===== config.mk =====
export PLATFORM = sky130hd
export DESIGN_NAME = pwr_seq_ctrl
export DESIGN_NICKNAME = d
export VERILOG_FILES = /design/src/rtl/pwr_seq_pkg.sv /design/src/rtl/pwr_state_decode.sv /design/src/rtl/pwr_wake_gate.sv /design/src/rtl/pwr_rail_stepper.sv /design/src/rtl/pwr_seq_ctrl.sv
export SDC_FILE = /design/constraint.sdc
export NUM_CORES = 1
export LEC_CHECK = 0
export CAP_MARGIN = 20
export CORE_UTILIZATION = 30
export DETAILED_ROUTE_END_ITERATION = 10
export PLACE_DENSITY = 0.55
export SYNTH_ARGS = -nofsm -noshare
export SYNTH_HDL_FRONTEND = slang
export SYNTH_SLANG_ARGS = --single-unit

===== constraint.sdc =====
create_clock -name clk -period 2.7 [get_ports clk]
set_input_delay 0.27 -clock clk [delete_from_list [all_inputs] [get_ports clk]]
set_output_delay 0.27 -clock clk [all_outputs]
set_load 0.01 [all_outputs]

===== src/rtl/pwr_seq_pkg.sv =====
package pwr_seq_pkg;
  localparam int NRAIL = 8;

  typedef enum logic [2:0] {
    PS_OFF   = 3'd0,
    PS_SOFT  = 3'd1,
    PS_SUSP  = 3'd2,
    PS_IDLE  = 3'd3,
    PS_ACT   = 3'd4
  } pstate_e;

  localparam int RL_CORE  = 0;
  localparam int RL_A18   = 1;
  localparam int RL_A124  = 2;
  localparam int RL_LSW   = 3;
  localparam int RL_VDDQ  = 4;
  localparam int RL_VTT   = 5;
  localparam int RL_GFX   = 6;
  localparam int RL_RAM   = 7;

  function automatic logic [NRAIL-1:0] rail_set(pstate_e s);
    logic [NRAIL-1:0] m;
    m = '0;
    if (s != PS_OFF) begin
      m[RL_CORE] = 1'b1;
      m[RL_A18]  = 1'b1;
      m[RL_A124] = 1'b1;
    end
    if (s == PS_SUSP || s == PS_IDLE || s == PS_ACT) begin
      m[RL_LSW]  = 1'b1;
      m[RL_VDDQ] = 1'b1;
    end
    if (s == PS_ACT) begin
      m[RL_VTT] = 1'b1;
      m[RL_GFX] = 1'b1;
      m[RL_RAM] = 1'b1;
    end
    if (s == PS_IDLE) m[RL_CORE] = 1'b0;
    return m;
  endfunction
endpackage


===== src/rtl/pwr_state_decode.sv =====
module pwr_state_decode
  import pwr_seq_pkg::*;
(
  input  logic    host_en,
  input  logic    slp_deep_n,
  input  logic    slp_susp_n,
  input  logic    slp_idle_n,
  input  logic    overtemp_n,
  output pstate_e state
);
  always_comb begin
    if (!host_en || !overtemp_n)  state = PS_OFF;
    else if (!slp_deep_n)         state = PS_SOFT;
    else if (!slp_susp_n)         state = PS_SUSP;
    else if (!slp_idle_n)         state = PS_IDLE;
    else                          state = PS_ACT;
  end
endmodule


===== src/rtl/pwr_wake_gate.sv =====
module pwr_wake_gate (
  input  logic clk,
  input  logic rst_n,
  input  logic cfg_always_on,
  input  logic pg_a,
  input  logic pg_b,
  input  logic host_en,
  output logic awake_q
);
  always_ff @(posedge clk or negedge rst_n) begin
    if (!rst_n) awake_q <= 1'b0;
    else        awake_q <= pg_a & pg_b & (cfg_always_on | host_en);
  end

  AST_AWAKE_NEEDS_PG: assert property (@(posedge clk) disable iff (!rst_n)
    awake_q |-> $past(pg_a && pg_b));

  AST_GP_NEEDS_EN: assert property (@(posedge clk) disable iff (!rst_n)
    (awake_q && !$past(cfg_always_on)) |-> $past(host_en));
endmodule


===== src/rtl/pwr_rail_stepper.sv =====
module pwr_rail_stepper #(
  parameter int NRAIL = 8,
  parameter int DLY_W = 8
) (
  input  logic             clk,
  input  logic             rst_n,
  input  logic             run,
  input  logic [NRAIL-1:0] tgt,
  input  logic [DLY_W-1:0] step_dly,
  output logic [NRAIL-1:0] rails_q
);
  localparam int IDX_W = (NRAIL > 1) ? $clog2(NRAIL) : 1;

  logic [DLY_W-1:0] dly_q;
  logic [NRAIL-1:0] need_off, need_on;
  logic [IDX_W-1:0] off_idx, on_idx;
  logic             off_hit, on_hit;

  always_comb begin
    need_off = rails_q & ~tgt;
    need_on  = tgt & ~rails_q;
    off_idx  = '0;
    off_hit  = 1'b0;
    for (int i = 0; i < NRAIL; i++) begin
      if (need_off[i]) begin
        off_idx = IDX_W'(i);
        off_hit = 1'b1;
      end
    end
    on_idx = '0;
    on_hit = 1'b0;
    for (int i = NRAIL - 1; i >= 0; i--) begin
      if (need_on[i]) begin
        on_idx = IDX_W'(i);
        on_hit = 1'b1;
      end
    end
  end

  always_ff @(posedge clk or negedge rst_n) begin
    if (!rst_n) begin
      rails_q <= '0;
      dly_q   <= '0;
    end else if (!run) begin
      rails_q <= '0;
      dly_q   <= '0;
    end else if (dly_q != '0) begin
      dly_q <= dly_q - 1'b1;
    end else if (off_hit) begin
      rails_q[off_idx] <= 1'b0;
      dly_q            <= step_dly;
    end else if (on_hit) begin
      rails_q[on_idx] <= 1'b1;
      dly_q           <= step_dly;
    end
  end

  AST_SINGLE_STEP: assert property (@(posedge clk) disable iff (!rst_n)
    $past(run) |-> ($countones(rails_q ^ $past(rails_q)) <= 1));

  AST_RISE_IN_TARGET: assert property (@(posedge clk) disable iff (!rst_n)
    ((rails_q & ~$past(rails_q) & ~$past(tgt)) == '0));

  AST_FALL_OFF_TARGET: assert property (@(posedge clk) disable iff (!rst_n)
    $past(run) |-> ((~rails_q & $past(rails_q) & $past(tgt)) == '0));

  AST_CLEAR_ON_HALT: assert property (@(posedge clk) disable iff (!rst_n)
    !$past(run) |-> (rails_q == '0));

  AST_STEP_SPACING: assert property (@(posedge clk) disable iff (!rst_n)
    ($past(run) && rails_q != $past(rails_q)) |-> ($past(dly_q) == '0));
endmodule


===== src/rtl/pwr_seq_ctrl.sv =====
module pwr_seq_ctrl
  import pwr_seq_pkg::*;
#(
  parameter int DLY_W = 8
) (
  input  logic             clk,
  input  logic             rst_n,
  input  logic             cfg_always_on,
  input  logic             pg_core5,
  input  logic             pg_core33,
  input  logic             host_en,
  input  logic             slp_deep_n,
  input  logic             slp_susp_n,
  input  logic             slp_idle_n,
  input  logic             overtemp_n,
  input  logic [NRAIL-1:0] cfg_rail_off,
  input  logic [DLY_W-1:0] step_dly,
  output logic [NRAIL-1:0] rail_en,
  output logic             resume_ready,
  output logic             plat_pwr_ok,
  output logic             ctrl_awake
);
  pstate_e          state;
  logic             awake_q, run;
  logic [NRAIL-1:0] tgt, rails_q;
  logic             rsm_q, pok_q;

  pwr_state_decode u_dec (
    .host_en    (host_en),
    .slp_deep_n (slp_deep_n),
    .slp_susp_n (slp_susp_n),
    .slp_idle_n (slp_idle_n),
    .overtemp_n (overtemp_n),
    .state      (state)
  );

  pwr_wake_gate u_wake (
    .clk           (clk),
    .rst_n         (rst_n),
    .cfg_always_on (cfg_always_on),
    .pg_a          (pg_core5),
    .pg_b          (pg_core33),
    .host_en       (host_en),
    .awake_q       (awake_q)
  );

  assign run = awake_q & overtemp_n;
  assign tgt = rail_set(state) & ~cfg_rail_off;

  pwr_rail_stepper #(.NRAIL(NRAIL), .DLY_W(DLY_W)) u_step (
    .clk      (clk),
    .rst_n    (rst_n),
    .run      (run),
    .tgt      (tgt),
    .step_dly (step_dly),
    .rails_q  (rails_q)
  );

  always_ff @(posedge clk or negedge rst_n) begin
    if (!rst_n) begin
      rsm_q <= 1'b0;
      pok_q <= 1'b0;
    end else begin
      rsm_q <= run && (state != PS_OFF);
      pok_q <= run && (state == PS_ACT || state == PS_IDLE);
    end
  end

  assign rail_en      = rails_q & {NRAIL{run}};
  assign resume_ready = rsm_q & run;
  assign plat_pwr_ok  = pok_q & run;
  assign ctrl_awake   = awake_q;

  AST_OK_NEEDS_RESUME: assert property (@(posedge clk) disable iff (!rst_n)
    pok_q |-> rsm_q);

  AST_STATUS_TRACKS_PINS: assert property (@(posedge clk) disable iff (!rst_n)
    rsm_q |-> $past(host_en && overtemp_n));
endmodule


==> flow_summary_export.csv <==
group,metric,value,unit
sta,period_minus_slack,2.37,ns
sta,layout_setup_ws,0.330,ns
finish,multi_input_area,990,um2
setup_path,max_stage_delay,0.67,ns
logic_synthesis,ys_warn_count,0,
setup_path,reg2regPathDepth,6,
floorplan,rows,25,
floorplan,dieArea,5420,um2
cts,cts.clk_slew.worst_paths,0.08,ns
cts,clock_sinks,19,
floorplan,core-area,4820,um2
place,hpwl,3490,um
finish,drive_above_1_share,14.6,%
floorplan,initial_core_util,31.9,%
logic_synthesis,syn_area_per_cell,8.50,um2
logic_synthesis,ys_async_sr_fraction,100,%
cts,cts_buffers,3,
setup_path,path_max_fanout,7,
sta,setup_viol,0,
logic_synthesis,syn-num-nets,209,
setup_path,reg2reg_setup_slack,0.51,ns
route,via_per_inst,5.35,
cts,cts-resized-gates,0,
sta,grt_setup_unrepaired,"no",
cts,clk-insertion-delay-late,0.26,ns
sta,worstMarginPinSlew,0.508,ns
sta,finalHoldViolations,0,
finish,area_growth,38.4,%
finish,final_util,44.2,%
setup_path,worstReg2RegEnd,"u_step.rails_q[0]",
logic_synthesis,synth_area,1540,um2
cts,clockBufferDepth,2,
run,drv_cap,0,
logic_synthesis,ys_types,55,
floorplan,num_io_pins,37,
cts,cts-htree-levels,1,
cts,cts_setup_buffers,0,
power_and_ir_drop,total_power,0.716,mW
finish,finalNetCount,262,
route,vias,1606,
setup_path,start_kind,"primary input",
setup_path,crit_chain,"clkdlybuf4s50_1 > nand4b_4 > a222oi_1 > nand4_1 > buf_4 > a21oi_1 > buf_4 > a21oi_1 > a211oi_1",
sta,clock.fmax,422,MHz
route,drt_first_pass_iters,4,
route,drc,0,
sta,relSlewSlack,65.9,%
sta,clock_skew,0.00493,ns
place,pre_cts_ws,0.0576,ns
grt,first_global_vias,1493,
grt,grtUsageTotal,18.3,%
floorplan,die_h,73.6,um
grt,antenna_found_initial,0,
setup_path,required,2.87,ns
grt,grt_max_degree,20,
setup_path,path_class,"in2reg",
cts,cts_hold_buf,0,
place,port-buffer-count,36,
setup_path,reg2reg_from,"u_step.rails_q[7]",
cts,cts_tree,"done",
finish,regArea,475,um2
sta,finalCritPeriodShare,87.8,%
logic_synthesis,synth_edf_count,0,
logic_synthesis,synth_ff_type,"dfrtp_1",
place,dp_cells,296,
grt,grt_first_pass_wirelength,7510,um
route,drt-total-wl,4470,um
hold_path,hp-class,"in2async",
route,dr.first_iter.drc_count,113,
finish,antenna_cells,0,
grt,overflow,0,
route,wl_per_cell,14.9,um
finish,nFillCells,501,
run_status,status,"finished clean",
cts,cts_root_buf,"clkbuf_8",
power_and_ir_drop,powerDensity,337,nW/um2
route,ant_nets,0,
sta,slew_violations,0,
setup_path,critPathSlowestCell,"clkdlybuf4s50_1",
logic_synthesis,synth_cells,181,
floorplan,die-width,73.6,um
finish,final_cells,300,
power_and_ir_drop,leakage,0.893,nW
setup_path,crit_arrival,2.54,ns
logic_synthesis,ys_ff_latch,19,
logic_synthesis,seq_area_frac_synth,30.9,%
sta,setup_tns,0,ns
power_and_ir_drop,worst_ir_drop_vdd,0.179,mV
setup_path,crit_path_end_kind,"flop",
place,place_congestion,0.851,
==> placed cells by master, fill, tap and decap left out, types with 6 or more instances in the layout <==
cell type        netlist  layout
a211oi_1              11      11
a21oi_1               13      13
a31oi_1                6       6
and3_1                12      12
buf_4                  0      21
clkdlybuf4s50_1        0      36
dfrtp_1               19      19
nand2_1               14      14
nor2_1                19      19
==> kinds of logic after synthesis <==
logic type	after synthesis	share of synthesized area (%)
compound gates	62	29.9
xor+xnor	6	3.42
fa+ha+maj	2	1.63
buf+inv	13	4.72
flops	19	30.9
simple gates	79	29.5
==> how the worst max path moves through the flow <==
| stage | startpoint | end | slack (ns) | cells after the start |
|---|---|---|---|---|
| floorplan | overtemp_n | u_step.rails_q[6] | 0.74 | 7 |
| finish | slp_deep_n | u_step.rails_q[5] | 0.33 | 9 |
| detailed placement | slp_deep_n | u_step.rails_q[0] | 0.06 | 8 |
| CTS | slp_deep_n | u_step.rails_q[0] | 0.33 | 8 |
| global route | slp_deep_n | u_step.rails_q[7] | 0.16 | 9 |
| global placement | slp_deep_n | u_step.rails_q[6] | 0.10 | 7 |
==> where the power goes <==
group | switching [mW] | internal (mW) | leakage [nW]
sequential | 0.00702 | 0.290 | 0.263
combinational | 0.111 | 0.0958 | 0.604
clock | 0.110 | 0.103 | 0.0255
total | 0.228 | 0.489 | 0.893
==> state kept, by name, summed over array words and instances (netlist names) <==
register and cells:
rsm_q 1, u_step.rails_q 8, u_step.dly_q 8, u_wake.awake_q 1
pok_q 1
==> synthesized netlist by cell type (3+ instances only) <==
cell	n	area, um2
a211oi_1	11	82.6
a21oi_1	13	65.1
a31oi_1	6	37.5
and3_1	12	75.1
buf_6	3	33.8
clkbuf_1	5	18.8
dfrtp_1	19	475
inv_1	4	15.0
nand2_1	14	52.6
nand3_1	4	20.0
nor2_1	19	71.3
nor2b_1	4	25.0
nor3_1	4	20.0
o21ai_0	4	20.0
o31a_1	3	26.3
o31ai_1	3	22.5
xnor2_1	4	35.0
==> worst max-delay path, delay by kind of cell <==
family,cells,cell delay [ns]
buf+inv,3,1.02
simple gates,2,0.32
compound gates,4,0.93
==> layer usage <==
layer | up-vias | track usage [%] | routed length, um
met5 | - | 0 | 0
met4 | 0 | 6.20 | 78
met3 | 7 | 3.16 | 194
met2 | 37 | 28.2 | 2040
met1 | 768 | 25.7 | 2160
li1 | 794 | - | -
==> final cells by class <==
| class | count | area share (%) |
|---|---|---|
| well taps | 67 | 3.94 |
| clock inverters | 1 | 0.235 |
| repair buffers | 57 | 24.3 |
| clock buffers | 3 | 1.94 |
| multi-input cells | 149 | 46.5 |
| flip-flops and latches | 19 | 22.3 |
| inverters | 4 | 0.705 |
==> stage by stage <==
stage | area (um2) | hold WS [ns]
after floorplan | 1540 | -0.0256
after global placement | 2080 | 0.581
after detailed placement | 2080 | 0.582
after CTS | 2130 | 0.343
after global routing | 2130 | 0.379
final | 2130 | 0.338
No activity file was read; power rests on OpenSTA's default activity.
